File: config.mk
export PLATFORM = sky130hd
export DESIGN_NAME = session_seed_mixer
export DESIGN_NICKNAME = d
export VERILOG_FILES = /design/src/rtl/seed_mix_pkg.sv /design/src/rtl/entropy_sync.sv /design/src/rtl/entropy_acc.sv /design/src/rtl/harvest_ctrl.sv /design/src/rtl/session_seed_mixer.sv
export SDC_FILE = /design/constraint.sdc
export NUM_CORES = 1
export LEC_CHECK = 0
export ABC_AREA = 1
export BUFFER_PORTS_ARGS = -buffer_cell sky130_fd_sc_hd__buf_4
export CAP_MARGIN = 20
export CORE_MARGIN = 2
export CORE_UTILIZATION = 50
export CTS_CLUSTER_DIAMETER = 200
export DETAILED_ROUTE_END_ITERATION = 12
export PLACE_DENSITY = 0.76
export SYNTH_ARGS = -nofsm -noshare
export SYNTH_HDL_FRONTEND = slang
export SYNTH_SLANG_ARGS = --single-unit
File: constraint.sdc
create_clock -name clk_i -period 2.54 [get_ports clk_i]
set_input_delay 0.508 -clock clk_i [delete_from_list [all_inputs] [get_ports clk_i]]
set_output_delay 0.508 -clock clk_i [all_outputs]
set_load 0.02 [all_outputs]
File: src/rtl/seed_mix_pkg.sv
`timescale 1ns/1ps
package seed_mix_pkg;
  localparam int unsigned SEED_W = 64;
  typedef logic [SEED_W-1:0] seed_t;

  // substitute for an all-zero accumulator
  localparam seed_t LOCKUP_FILL = 64'h9E37_79B9_7F4A_7C15;

  function automatic logic acc_feedback(seed_t s);
    return s[63] ^ s[62] ^ s[60] ^ s[59];
  endfunction
endpackage

File: src/rtl/entropy_sync.sv
`timescale 1ns/1ps
module entropy_sync #(
  parameter int unsigned N_SRC = 3
) (
  input  logic             clk_i,
  input  logic             rst_ni,
  input  logic [N_SRC-1:0] async_i,
  output logic             bit_o
);
  logic [N_SRC-1:0] meta_q;
  logic [N_SRC-1:0] safe_q;

  for (genvar g = 0; g < N_SRC; g++) begin : g_sync
    always_ff @(posedge clk_i or negedge rst_ni) begin
      if (!rst_ni) begin
        meta_q[g] <= 1'b0;
        safe_q[g] <= 1'b0;
      end else begin
        meta_q[g] <= async_i[g];
        safe_q[g] <= meta_q[g];
      end
    end
  end

  assign bit_o = ^safe_q;
endmodule

File: src/rtl/entropy_acc.sv
`timescale 1ns/1ps
module entropy_acc
  import seed_mix_pkg::*;
(
  input  logic  clk_i,
  input  logic  rst_ni,
  input  logic  shift_en_i,
  input  logic  bit_i,
  output seed_t state_o
);
  seed_t state_q;

  always_ff @(posedge clk_i or negedge rst_ni) begin
    if (!rst_ni)         state_q <= '0;
    else if (shift_en_i) state_q <= {state_q[SEED_W-2:0], acc_feedback(state_q) ^ bit_i};
  end

  assign state_o = state_q;
endmodule

File: src/rtl/harvest_ctrl.sv
`timescale 1ns/1ps
module harvest_ctrl
  import seed_mix_pkg::*;
#(
  parameter int unsigned WIN_CYC = 4096
) (
  input  logic  clk_i,
  input  logic  rst_ni,
  input  seed_t acc_i,
  input  seed_t ext_seed_i,
  input  logic  ext_valid_i,
  output logic  ext_ready_o,
  output logic  shift_en_o,
  output seed_t seed_o,
  output logic  seed_valid_o,
  output logic  done_o
);
  localparam int unsigned CNT_W = $clog2(WIN_CYC + 1);
  localparam logic [CNT_W-1:0] WIN_END = CNT_W'(WIN_CYC);

  logic [CNT_W-1:0] cnt_q;
  logic             have_q;
  seed_t            ext_q;
  seed_t            seed_q;
  logic             valid_q;
  logic             done_q;
  logic             win_closed;
  logic             fire;
  seed_t            acc_safe;

  assign win_closed  = (cnt_q == WIN_END);
  assign shift_en_o  = !win_closed;
  assign ext_ready_o = !have_q;
  assign fire        = win_closed && have_q && !done_q;
  assign acc_safe    = (acc_i == '0) ? LOCKUP_FILL : acc_i;

  always_ff @(posedge clk_i or negedge rst_ni) begin
    if (!rst_ni) begin
      cnt_q <= '0;
    end else if (!win_closed) begin
      cnt_q <= cnt_q + 1'b1;
    end
  end

  always_ff @(posedge clk_i or negedge rst_ni) begin
    if (!rst_ni) begin
      have_q <= 1'b0;
      ext_q  <= '0;
    end else if (ext_valid_i && !have_q) begin
      have_q <= 1'b1;
      ext_q  <= ext_seed_i;
    end
  end

  always_ff @(posedge clk_i or negedge rst_ni) begin
    if (!rst_ni) begin
      seed_q  <= '0;
      valid_q <= 1'b0;
      done_q  <= 1'b0;
    end else begin
      valid_q <= fire;
      if (fire) begin
        seed_q <= ext_q ^ acc_safe;
        done_q <= 1'b1;
      end
    end
  end

  assign seed_o       = seed_q;
  assign seed_valid_o = valid_q;
  assign done_o       = done_q;

  AST_VALID_PULSE: assert property (@(posedge clk_i) disable iff (!rst_ni)
    seed_valid_o |=> !seed_valid_o);
  AST_DONE_STICKY: assert property (@(posedge clk_i) disable iff (!rst_ni)
    done_o |=> done_o);
  AST_SEED_HOLD: assert property (@(posedge clk_i) disable iff (!rst_ni)
    done_o |=> $stable(seed_o));
  AST_READY_DROP: assert property (@(posedge clk_i) disable iff (!rst_ni)
    (ext_valid_i && ext_ready_o) |=> !ext_ready_o);
  AST_NO_EARLY_SEED: assert property (@(posedge clk_i) disable iff (!rst_ni)
    seed_valid_o |-> !shift_en_o);
endmodule

File: src/rtl/session_seed_mixer.sv
`timescale 1ns/1ps
module session_seed_mixer
  import seed_mix_pkg::*;
#(
  parameter int unsigned N_SRC   = 3,
  parameter int unsigned WIN_CYC = 4096
) (
  input  logic             clk_i,
  input  logic             rst_ni,
  input  logic [N_SRC-1:0] ent_i,
  input  logic [63:0]      ext_seed_i,
  input  logic             ext_valid_i,
  output logic             ext_ready_o,
  output logic [63:0]      seed_o,
  output logic             seed_valid_o,
  output logic             done_o
);
  logic  ent_bit;
  logic  shift_en;
  seed_t acc;

  entropy_sync #(.N_SRC(N_SRC)) u_sync (
    .clk_i   (clk_i),
    .rst_ni  (rst_ni),
    .async_i (ent_i),
    .bit_o   (ent_bit)
  );

  entropy_acc u_acc (
    .clk_i      (clk_i),
    .rst_ni     (rst_ni),
    .shift_en_i (shift_en),
    .bit_i      (ent_bit),
    .state_o    (acc)
  );

  harvest_ctrl #(.WIN_CYC(WIN_CYC)) u_ctrl (
    .clk_i        (clk_i),
    .rst_ni       (rst_ni),
    .acc_i        (acc),
    .ext_seed_i   (ext_seed_i),
    .ext_valid_i  (ext_valid_i),
    .ext_ready_o  (ext_ready_o),
    .shift_en_o   (shift_en),
    .seed_o       (seed_o),
    .seed_valid_o (seed_valid_o),
    .done_o       (done_o)
  );

  AST_ACC_FROZEN: assert property (@(posedge clk_i) disable iff (!rst_ni)
    !shift_en |=> $stable(acc));
endmodule

# Yosys cells after proc, flatten, opt, wreduce, memory -nomap -nowiden
# Index checks and enable logic that the tools add are counted.
# word_totals
mem_bits_ro	0
ram_bits	0
latch_bits	0
memories	0
register_bits	214
input_bits	70
# classes
shift	0
n_mul	0
mux	1
magnitude_cmp	0
n_div	0
eq_ne	1
add_sub_neg	1
n_reduce_logical	7
bitwise_logic	5
# op_table
op	count
64-bit logical NOT	1
64-bit 2-to-1 mux	1
64-bit bitwise XOR	1
13-bit by 1-bit adder with 13-bit output (second input constant)	1
13-bit equality test (second input constant)	1
1-bit bitwise XOR	4
1-bit logical AND	3
3-bit parity	1
1-bit logical NOT	2

# Depth between registers and ports, before layout
# logic_depth
depth_word	4
depth_mapped	14
ltp_nobuf	13

# Modules after synthesis
# From an unflattened synthesis, not the netlist that was laid out.
# unflattened
hier_cells	1060
hier_area_um2	9554.2
# modules_own_cells
mod	instances	cells_per_inst	area_per_inst_um2	seq_area_each_um2
harvest_ctrl	1	790	6911.6	3603.5
entropy_acc	1	255	2457.4	1601.5
entropy_sync	1	15	185.2	150.1

# Least setup slack after synthesis
# Ideal clock, no wire load.
# synth_timing
path_type	reg2reg
from	reg u_ctrl.cnt_q[0]
to	reg u_ctrl.seed_q[48] (netlist: u_ctrl.seed_o[48])
required_time_ns	2.422
n_path_buf	2
synth_period_minus_slack_ns	1.885
arrival_ns	1.767
setup_ns	0.118
stages_incl_launch_ff	12
slack_ns	0.655
path_cell_list	dfrtp_1 inv_1 ha_1 nand3_1 nor3_4 nand2_2 nor3_4 inv_2 buf_6 buf_6 nand2_1 nand2_1
# synth_via
elab_chain_cells	3
# synth_rtl
element	line_no	text
start: declaration	harvest_ctrl.sv:21	logic [CNT_W-1:0] cnt_q;
start signal: assignment	harvest_ctrl.sv:41	cnt_q <= cnt_q + 1'b1;
13-bit equality test	harvest_ctrl.sv:31	assign win_closed = (cnt_q == WIN_END);
1-bit logical AND (2 in a row)	harvest_ctrl.sv:34	assign fire = win_closed && have_q && !done_q;
end signal: assignment	harvest_ctrl.sv:63	seed_q <= ext_q ^ acc_safe;
end: declaration	harvest_ctrl.sv:24	seed_t seed_q;
# Every way passes these cells.
# A chain may end at the register's enable or synchronous reset.

# Worst setup path in the final report
# layout_timing
from	reg u_ctrl.cnt_q[0]
to	reg u_ctrl.seed_q[54] (netlist: u_ctrl.seed_o[54])
# Same word-level chain as after synthesis.

==> results.json <==
{
  "timing.hold.ws_ns": -0.001321,
  "synth_warnings": 0,
  "utilization_pct": 63.08,
  "netSwitchingPower_mw": 1.633,
  "setup_tns_ns": 0,
  "grt_util_met1_pct": 29.13,
  "core-area_um2": 17960,
  "top_usage_layer": "met2",
  "drive_above_1_share_pct": 21.62,
  "seq_area_frac_synth_pct": 58.32,
  "slew_headroom_pct": 60.55,
  "finalSetupViolations": 0,
  "p_int_mw": 5.818,
  "crit_slowest_cell": "dfrtp_1",
  "peakVddDrop_mv": 0.6035,
  "cts_tree": "built",
  "power_leakage_nw": 6.046,
  "totalWireLength_um": 19790,
  "fin_skew_ns": 0.02138,
  "critPathMaxFanout": 45,
  "gp_congestion": 0.8012,
  "worstMarginPinSlew_ns": 0.5918,
  "grt_max_degree": 108,
  "syn-instance-count": 996,
  "met2_usage_pct": 35.27,
  "cts_resized": 0,
  "clock-sinks": 214,
  "hold_viol": 2,
  "clk_path_buf_depth": 3,
  "violations": "negative hold slack",
  "die_height_um": 139.5,
  "min_period_ns": 2.070,
  "cp-end-kind": "flip-flop",
  "power_switching_share_pct": 21.92,
  "seq_area_um2": 5355,
  "antennaDiodeCount": 0,
  "num-fill-cells": 1450,
  "initial_utilization_pct": 51.12,
  "path_clk_slew_ns": 0.06,
  "outcome": "finished, violations left",
  "clockPowerShare_pct": 45.8,
  "cp_cell_sequence": "inv_1 > ha_1 > nand3_1 > nor3_4 > nand2_4 > nor3_4 > inv_2 > buf_12 > nand2_1 > o21ai_1",
  "hpwl_um": 13540,
  "max_freq_mhz": 483.1,
  "final_cell_mix": "nand2_1, dfrtp_1, buf_4",
  "final_common_cell": "nand2_1",
  "ys_seq_elements": 214,
  "drcViolationCount": 0,
  "cpMostUsedCell": "nor3_4",
  "synth_area_per_cell_um2": 9.219,
  "power_mw": 7.451,
  "dieArea_um2": 19460,
  "netlist_top_cells_area": "dfrtp_1, nand2_1, mux2_2",
  "ios": 137,
  "rsz0062_at_grt": "false",
  "cap_violations": 0,
  "overflow": 0,
  "synth_cell_type_count": 23,
  "num_rows": 49,
  "hold_buffers": 0,
  "first_pass_iters": 5,
  "grt_pass1_vias": 6893,
  "synth_area_um2": 9183,
  "grt_pass1_wl_um": 33720,
  "cts_buffers": 23,
  "crit_required_ns": 2.91,
  "synth_top_area_share_pct": 58.32,
  "fin_cells": 1376,
  "multiInputGateArea_um2": 3291,
  "routedWlPerCell_um": 14.38,
  "use_met3_pct": 3.407,
  "clk_latency_ns": 0.50,
  "slew_viol_final": 0,
  "viasPerCell": 5.017,
  "crit_path_max_incr_delay_ns": 0.42,
  "dp.cells": 1337,
  "crit_arrival_ns": 2.44,
  "track_usage_pct": 20.99,
  "place_ws_ns": 0.5015,
  "io_buffers": 136,
  "worst_setup_path_start_kind": "flip-flop",
  "fp.dieW_um": 139.5,
  "hold_path.class": "input port to async pin",
  "nets": 1206,
  "synth_top_area_cell": "dfrtp_1",
  "cts_setup_buffers": 0,
  "pwr-share-comb_pct": 5.7,
  "power.density_nw_per_um2": 657.6,
  "setup_ws_ns": 0.4701,
  "power_frac_seq_pct": 48.6,
  "vias": 6903,
  "cts_root_buf": "clkbuf_16",
  "ant_nets": 0,
  "drt_iter0_markers": 311,
  "fin_crit_sh_pct": 81.49,
  "syn2layout_area_growth_pct": 23.40,
  "crit_type": "flip-flop to flip-flop",
  "antenna_found_initial": 0,
  "syn_nets": 1069,
  "htreeDepth": 1
}
-- critical path: cells and delay by family, from the launching register on --
kind,cells,cell delay (ns)
fa+ha+maj,1,0.15
flops,1,0.42
compound gates,1,0.06
buf+inv,3,0.56
simple gates,5,0.71
-- synthesized netlist by cell type --
| library cell | n |
|---|---|
| a21oi_1 | 40 |
| buf_1 | 7 |
| buf_2 | 8 |
| buf_6 | 2 |
| clkbuf_1 | 25 |
| clkinv_1 | 3 |
| dfrtp_1 | 214 |
| ha_1 | 3 |
| inv_1 | 92 |
| inv_2 | 4 |
| mux2_2 | 47 |
| nand2_1 | 262 |
| nand2_2 | 1 |
| nand3_1 | 85 |
| nand4_1 | 3 |
| nor2_1 | 85 |
| nor3_1 | 5 |
| nor3_4 | 2 |
| nor4_1 | 1 |
| o21ai_0 | 45 |
| o21ai_1 | 21 |
| xnor2_1 | 27 |
| xor2_1 | 14 |
-- path summary, 6_finish.rpt --
kind	slack, ns	depth (start not counted)	from	end
setup reg to reg	0.47	10	u_ctrl.cnt_q[0]	u_ctrl.seed_o[54]
hold reg to reg	0.35	0	u_sync.meta_q[0]	u_sync.safe_q[0]
setup / recovery	0.47	10	u_ctrl.cnt_q[0]	u_ctrl.seed_o[54]
max in group asynchronous	1.86	2	rst_ni	u_ctrl.seed_o[33]
min in group clk_i	0.12	1	ent_i[0]	u_sync.meta_q[0]
hold / removal	-0.001	1	rst_ni	u_ctrl.seed_o[3]
-- layer usage --
metal | vias up | routed length (um) | part of all wire, %
met1 | 3283 | 8792 | 44
met2 | 150 | 9733 | 49
li1 | 3446 | - | -
met3 | 24 | 896 | 4.5
met5 | - | 0 | 0
met4 | 0 | 370 | 1.9
-- sequential cells by signal (all words and copies together), names as in the netlist --
register	flops
u_ctrl.cnt_q	13
u_ctrl.seed_valid_o	1
u_ctrl.have_q	1
u_sync.safe_q	3
u_acc.state_o	64
u_ctrl.ext_q	64
u_ctrl.done_o	1
u_sync.meta_q	3
u_ctrl.seed_o	64
-- kinds of logic after synthesis --
logic type / after synthesis / synth area share (%)
multiplexers: 47 / 5.764
XOR/XNOR: 41 / 3.911
flip-flops: 214 / 58.32
AO/OA/AOI/OAI: 106 / 5.777
buffers and inverters: 141 / 6.036
AND/OR/NAND/NOR: 444 / 19.78
adder cells (fa/ha/maj): 3 / 0.4088
-- stage by stage --
step           area [um2]  hold WS, ns
3_5_place_dp        10560       0.3411
3_3_place_gp        10560       0.3341
4_1_cts             11330      0.01641
5_1_grt             11330      0.03892
2_1_floorplan        9183       0.2124
6_report            11330    -0.001321
-- layout make-up --
cell class	instances	share of cell area, %
Inverter	99	3.280
Clock buffer	30	5.753
Tap cell	229	2.529
Clock inverter	9	1.093
Timing Repair Buffer	154	11.04
Multi-Input combinational cell	641	29.04
Sequential cell	214	47.26
-- power groups by stage --
stage	logic, mW	registers, mW	clock network [mW]
floorplan	0.221	3.65	0
global placement	0.416	3.68	0
detailed placement	0.432	3.68	0
CTS	0.434	3.62	3.46
global route	0.489	3.63	3.63
finish	0.423	3.62	3.41
(Power assumes the default switching activity.)
